[config.mk]
export PLATFORM = sky130hd
export DESIGN_NAME = sof_watchdog
export DESIGN_NICKNAME = d
export VERILOG_FILES = /design/src/rtl/sof_watchdog_pkg.sv /design/src/rtl/sof_watchdog_ctrl.sv /design/src/rtl/sof_watchdog_dp.sv /design/src/rtl/sof_watchdog.sv
export SDC_FILE = /design/constraint.sdc
export NUM_CORES = 1
export LEC_CHECK = 0
export BUFFER_PORTS_ARGS = -buffer_cell sky130_fd_sc_hd__buf_2
export CELL_PAD_IN_SITES_DETAIL_PLACEMENT = 1
export CELL_PAD_IN_SITES_GLOBAL_PLACEMENT = 2
export CORE_UTILIZATION = 38
export DETAILED_ROUTE_END_ITERATION = 12
export HOLD_SLACK_MARGIN = 0.03
export PLACE_DENSITY_LB_ADDON = 0.25
export RECOVER_POWER = 25
export SYNTH_ARGS = -nofsm -noshare
export SYNTH_HDL_FRONTEND = slang
export SYNTH_SLANG_ARGS = --single-unit
[constraint.sdc]
create_clock -name clk -period 3.9 [get_ports clk]
set_clock_uncertainty 0.05 [all_clocks]
set_input_delay 0.585 -clock clk [delete_from_list [all_inputs] [get_ports clk]]
set_output_delay 0.585 -clock clk [all_outputs]
set_load 0.05 [all_outputs]
[src/rtl/sof_watchdog_pkg.sv]
package sof_watchdog_pkg;

  // Strobes from control to datapath, one decision per cycle.
  typedef struct packed {
    logic timerClr;  // restart timer at zero
    logic timerInc;  // advance timer by one
    logic missClr;   // zero the miss count
    logic missInc;   // count one more miss
  } monStrobe_t;

endpackage

[src/rtl/sof_watchdog_ctrl.sv]
module sof_watchdog_ctrl
  import sof_watchdog_pkg::*;
(
  input  logic       clk,
  input  logic       rstN,
  input  logic       sofSeen,
  input  logic       linkUp,
  input  logic       linkRst,
  input  logic       usTick,
  input  logic       atTimeout,
  input  logic       atLimit,
  output monStrobe_t strobe
);

  logic quiesce;

  always_comb begin
    quiesce         = sofSeen | ~linkUp | linkRst;
    strobe.timerClr = quiesce | atTimeout;
    strobe.timerInc = ~(quiesce | atTimeout) & usTick;
    strobe.missClr  = quiesce;
    strobe.missInc  = ~quiesce & atTimeout & ~atLimit;
  end

  // once saturated, no further count request is issued
  a_r9_no_inc_when_lost: assert property (@(posedge clk) disable iff (!rstN)
    atLimit |-> !strobe.missInc);

  // a clearing cause always beats a miss for the count
  a_r10_clear_beats_miss: assert property (@(posedge clk) disable iff (!rstN)
    strobe.missClr |-> !strobe.missInc);

endmodule

[src/rtl/sof_watchdog_dp.sv]
module sof_watchdog_dp
  import sof_watchdog_pkg::*;
#(
  parameter int unsigned TIMEOUT_US = 1024,
  parameter int unsigned MISS_LIMIT = 4
) (
  input  logic       clk,
  input  logic       rstN,
  input  monStrobe_t strobe,
  output logic       atTimeout,
  output logic       atLimit
);

  localparam int unsigned TW = $clog2(TIMEOUT_US + 1);
  localparam int unsigned CW = $clog2(MISS_LIMIT + 1);
  localparam logic [TW-1:0] TMAX = TW'(TIMEOUT_US);
  localparam logic [CW-1:0] CMAX = CW'(MISS_LIMIT);

  logic [TW-1:0] timer;
  logic [CW-1:0] missCnt;

  always_ff @(posedge clk or negedge rstN) begin
    if (!rstN) begin
      timer <= '0;
    end else if (strobe.timerClr) begin
      timer <= '0;
    end else if (strobe.timerInc) begin
      timer <= timer + 1'b1;
    end
  end

  always_ff @(posedge clk or negedge rstN) begin
    if (!rstN) begin
      missCnt <= '0;
    end else if (strobe.missClr) begin
      missCnt <= '0;
    end else if (strobe.missInc) begin
      missCnt <= missCnt + 1'b1;
    end
  end

  assign atTimeout = (timer == TMAX);
  assign atLimit   = (missCnt == CMAX);

  // without a tick or a clear the timer does not move
  a_r2_timer_holds: assert property (@(posedge clk) disable iff (!rstN)
    (!strobe.timerClr && !strobe.timerInc) |=> $stable(timer));

  // a timeout always restarts the timer from zero
  a_r4_restart: assert property (@(posedge clk) disable iff (!rstN)
    atTimeout |=> (timer == '0));

  // count never passes its limit
  a_r9_count_bounded: assert property (@(posedge clk) disable iff (!rstN)
    missCnt <= CMAX);

  // timer never passes the timeout
  a_r2_timer_bounded: assert property (@(posedge clk) disable iff (!rstN)
    timer <= TMAX);

endmodule

[src/rtl/sof_watchdog.sv]
module sof_watchdog
  import sof_watchdog_pkg::*;
#(
  parameter int unsigned TIMEOUT_US = 1024,
  parameter int unsigned MISS_LIMIT = 4
) (
  input  logic clk,
  input  logic rstN,
  input  logic sofSeen,
  input  logic linkUp,
  input  logic linkRst,
  input  logic usTick,
  output logic sofMissed,
  output logic hostLost
);

  monStrobe_t strobe;
  logic       atTimeout;
  logic       atLimit;

  sof_watchdog_ctrl u_ctrl (
    .clk       (clk),
    .rstN      (rstN),
    .sofSeen   (sofSeen),
    .linkUp    (linkUp),
    .linkRst   (linkRst),
    .usTick    (usTick),
    .atTimeout (atTimeout),
    .atLimit   (atLimit),
    .strobe    (strobe)
  );

  sof_watchdog_dp #(
    .TIMEOUT_US (TIMEOUT_US),
    .MISS_LIMIT (MISS_LIMIT)
  ) u_dp (
    .clk       (clk),
    .rstN      (rstN),
    .strobe    (strobe),
    .atTimeout (atTimeout),
    .atLimit   (atLimit)
  );

  assign sofMissed = atTimeout;
  assign hostLost  = atLimit;

  // miss pulse is one cycle wide
  a_r3_single_pulse: assert property (@(posedge clk) disable iff (!rstN)
    sofMissed |=> !sofMissed);

  // SOF clears host-lost
  a_r5_sof_clears: assert property (@(posedge clk) disable iff (!rstN)
    sofSeen |=> !hostLost);

  // inactive link gives quiet outputs next cycle
  a_r6_inactive_quiet: assert property (@(posedge clk) disable iff (!rstN)
    !linkUp |=> (!sofMissed && !hostLost));

  // link reset clears both outputs next cycle
  a_r7_rst_clears: assert property (@(posedge clk) disable iff (!rstN)
    linkRst |=> (!sofMissed && !hostLost));

  // host-lost only rises right after a miss pulse
  a_r8_rise_after_miss: assert property (@(posedge clk) disable iff (!rstN)
    $rose(hostLost) |-> $past(sofMissed));

  // host-lost holds while nothing clears it
  a_r9_lost_holds: assert property (@(posedge clk) disable iff (!rstN)
    (hostLost && linkUp && !sofSeen && !linkRst) |=> hostLost);

endmodule

* Word level (Yosys, flattened, before mapping)
Index checks and enable logic that the tools add are counted.
** Storage, ports and cells
- Flip-flop bits (word level) :: 14
- Bits of input ports :: 6
- Output and inout port bits :: 2
- Logic and storage cells :: 22
** Operators by class
- Add/subtract/negate cells :: 2
- Eq/ne operators :: 2
- Multiplexer cells :: 4
- Bitwise operators :: 10
- Reduce and logical (&&, ||, !) cells :: 2
** Operator list (number)
- 11-bit two-way mux :: 2
- 11-bit by 1-bit adder with 11-bit output (second input constant) :: 1
- 11-bit == test (second input constant) :: 1
- 3-bit two-way mux :: 2
- 1-bit NOT :: 4
- 2-bit nonzero test :: 2
- 3-bit by 1-bit adder with 3-bit output (second input constant) :: 1
- 1-bit AND :: 3
- 3-bit == test (second input constant) :: 1
- 1-bit bitwise OR :: 3

* Logic depth before layout (Yosys ltp)
- Depth after elaboration :: 8
- Mapped depth :: 5
- Gate-level depth less buffers :: 5

* Cells and area by module
Synthesis repeated with hierarchy kept, for this count alone.
** Second synthesis, totals
- Cell total of the unflattened synthesis :: 80
- Area total of the unflattened synthesis :: 785.8 µm²
** By module, submodules not included
- sof_watchdog_dp :: times used 1, cells each 75, area an instance 740.7 µm², sequential area each 350.3 µm²
- sof_watchdog_ctrl :: times used 1, cells each 5, area an instance 45.0 µm², sequential area each 0.0 µm²

* Least setup slack after synthesis
OpenSTA, ideal clock, no wires.
- Path type :: register to output
- Start point :: register u_dp.timer[0]
- End point :: output port sofMissed
- Arrival :: 2.231 ns
- Data required time :: 3.265 ns
- Path slack :: 1.034 ns
- Stages on the path, launching flop included :: 5
- Buffers on the path :: 0
- Path through :: dfrtp_1 -> inv_1 -> ha_1 -> or4b_4 -> nor3_1
** On the way
- Longest elaborated chain between the ends :: 1
** RTL lines
- from (decl) :: line sof_watchdog_dp.sv:19 : logic [TW-1:0] timer;
- from (signal assigned) :: line sof_watchdog_dp.sv:28 : timer <= timer + 1'b1;
- 11-bit == test :: line sof_watchdog_dp.sv:42 : assign atTimeout = (timer == TMAX);
- to (decl) :: line sof_watchdog.sv:13 : output logic sofMissed,
Every way passes these cells.

* Worst setup path after layout
Same ends and word-level chain as after synthesis.

==> flow_summary.json <==
{
  "hold_viol": 0,
  "drv_cap": 0,
  "ctsLongestPathBuffers": 2,
  "syn-num-nets": 92,
  "drc": 0,
  "synth_cell_types": 26,
  "ir_drop_v": 0.000202,
  "cp_max_fo": 4,
  "yosysWarningCount": 0,
  "wl_um": 1690,
  "synth_top_area_share_pct": 43.8,
  "status": "complete, no violations",
  "layout.nets": 103,
  "finalSetupViolCount": 0,
  "clk_pin_slew_ns": 0.10,
  "power_uw": 269,
  "final_layout_size_suffix_gt1_share_pct": 15.2,
  "num_antenna_cells": 0,
  "cts-root-buf": "clkbuf_4",
  "r2r_cells": 5,
  "postSynthAreaPerCell_um2": 9.75,
  "p_per_area_mw_per_mm2": 300,
  "final_area_um2": 898,
  "min_period_ns": 2.65,
  "cts_htree_levels": 1,
  "numClockSinks": 14,
  "synth_most_common_cell": "dfrtp_1",
  "hp-class": "primary input to async pin",
  "io_buffers": 7,
  "synth_async_sr_flop_share_pct": 100,
  "grt_max_degree": 15,
  "drt-pass1-iter-count": 4,
  "fmax_ghz": 0.377,
  "area_growth_pct": 12.4,
  "antenna_found_initial": 0,
  "cts_buffers": 3,
  "drt_iter0_drc": 6,
  "hold_buffers": 0,
  "postRouteAntennaNets": 0,
  "comb_power_share_pct": 4.8,
  "cpPeakStageDelay_ns": 0.50,
  "slew_violations": 0,
  "grt_pass1_wl_um": 2760,
  "cp-end-kind": "output port",
  "r2r_start": "u_dp.timer[0]$_DFFE_PN0P_",
  "clkPwrFrac_pct": 41.0,
  "netlist_top_cells_count": "dfrtp_1 (14), nand2_1 (8), nor2_1 (7)",
  "pin_count": 8,
  "critPathKind": "register to output port",
  "wl_per_cell_um": 14.2,
  "place_ws_ns": 1.60,
  "viasPerCell": 5.40,
  "ys.flop_type": "dfrtp_1",
  "p_sw_uw": 62.5,
  "fillers": 247,
  "dieArea_mm2": 0.00229,
  "die_w_um": 47.9,
  "layout_setup_ws_ns": 1.25,
  "path_cells": "inv_1 > ha_1 > or4b_4 > nor3_1 > buf_2",
  "grt_pass1_vias": 612,
  "startpoint_type": "register",
  "synth_seq_cells": 14,
  "start_util_pct": 40.8,
  "rsz0062_at_grt": "false",
  "crit_arrival_ns": 2.02,
  "dp_hpwl_um": 1270,
  "rrSetupSlack_ns": 2.00,
  "rows": 16,
  "core-area_mm2": 0.00196,
  "synth_area_leaders": "dfrtp_1 (44%), ha_1 (6.3%), nand4_1 (3.9%), a21oi_1 (3.8%), mux2i_1 (3.8%)",
  "cts_tree": "built",
  "ys_seq_area_share_pct": 43.8,
  "r2r_end": "u_dp.missCnt[2]$_DFFE_PN0P_",
  "worstMarginPinSlew_ns": 0.761,
  "swShare_pct": 23.2,
  "slew_headroom_pct": 49.1,
  "final.period_utilization_pct": 68.0,
  "p_int_uw": 207,
  "yosys.area.top_type": "dfrtp_1",
  "critPathSlowestCell": "or4b_4",
  "num_vias": 643,
  "post-cts-setup-buffer-count": 0,
  "ctsResizeCount": 0,
  "place_area_um2": 863,
  "clock_latency_ns": 0.29,
  "synthCells": 82,
  "globalRouteTotalUtil_pct": 17.6,
  "syn_area_um2": 800,
  "synth_edf_count": 0,
  "power.leakage_nw": 0.348,
  "seqPwrFrac_pct": 54.2,
  "die_y_um": 47.9,
  "gp_congestion": 0.668,
  "hold_ws_ns": 0.282,
  "required_ns": 3.26,
  "tns_ns": 0,
  "overflow": 0
}
[kinds of logic after synthesis]
| family | synth area share [%] |
|---|---|
| compound gates | 13.3 |
| xor+xnor | 4.38 |
| fa+ha+maj | 6.26 |
| buf+inv | 3.44 |
| flops | 43.8 |
| mux | 3.76 |
| simple gates | 25.0 |
[state kept, by name, indices dropped and copies added (netlist names)]
| register | count |
|---|---|
| u_dp.timer | 11 |
| u_dp.missCnt | 3 |
[routing by layer]
| layer | part of all wire [%] | GRT usage [%] | wire length [um] |
|---|---|---|---|
| met2 | 47 | 28.4 | 793 |
| met5 | 0 | 0 | 0 |
| met1 | 48 | 23.3 | 819 |
| met4 | 1.7 | 8.33 | 29 |
| met3 | 2.8 | 2.26 | 47 |
[critical path: cells and delay by family, from the launching register on]
family | cells | cell delay (ns)
AND/OR/NAND/NOR | 2 | 0.77
flip-flops | 1 | 0.44
buffers and inverters | 2 | 0.39
adder cells (fa/ha/maj) | 1 | 0.13
[per-stage QoR]
step | std cells | util (%)
6_report | 119 | 45.8
5_1_grt | 119 | 45.8
4_1_cts | 119 | 45.9
3_5_place_dp | 115 | 44.0
3_3_place_gp | 115 | 44.0
2_1_floorplan | 82 | -
[final cells by class]
cell class	instances	area (um2)	area share (%)
Timing Repair Buffer	7	33.8	3.76
Clock buffer	4	36.3	4.04
Tap cell	27	33.8	3.76
Sequential cell	14	350	39.0
Inverter	6	22.5	2.51
Multi-Input combinational cell	61	422	46.9
[layout by cell type, fill, tap and decap left out, drive strengths merged]
cell type,count
nand2b,1
o31ai,3
o41a,1
xnor2,1
xor2,3
mux2i,3
nor3,1
clkbuf,5
nand3,2
ha,4
a21oi,6
buf,6
nor3b,1
inv,6
and2,1
nor4,1
nand2,8
o21ai,4
or4b,1
or4,3
or3,4
dfrtp,14
nand4,5
nor2,7
a311oi,1
[worst max path at each step]
stage	endpoint	cells after the start	slack (ns)	from
finish	sofMissed	5	1.25	u_dp.timer[0]$_DFFE_PN0P_
global route	sofMissed	5	1.18	u_dp.timer[0]$_DFFE_PN0P_
CTS	sofMissed	5	1.27	u_dp.timer[0]$_DFFE_PN0P_
detailed placement	sofMissed	5	1.60	u_dp.timer[0]$_DFFE_PN0P_
global placement	sofMissed	5	1.64	u_dp.timer[0]$_DFFE_PN0P_
floorplan	sofMissed	4	1.03	u_dp.timer[0]$_DFFE_PN0P_
[power by group through the flow]
stage / clock, mW / combinational, mW / sequential (mW)
after CTS: 0.112 / 0.0138 / 0.146
after floorplan: 0 / 0.00667 / 0.149
after detailed placement: 0 / 0.0137 / 0.149
after global routing: 0.115 / 0.0151 / 0.146
final: 0.110 / 0.0128 / 0.146
after global placement: 0 / 0.0135 / 0.149
Power figures use the tool's default switching activity.
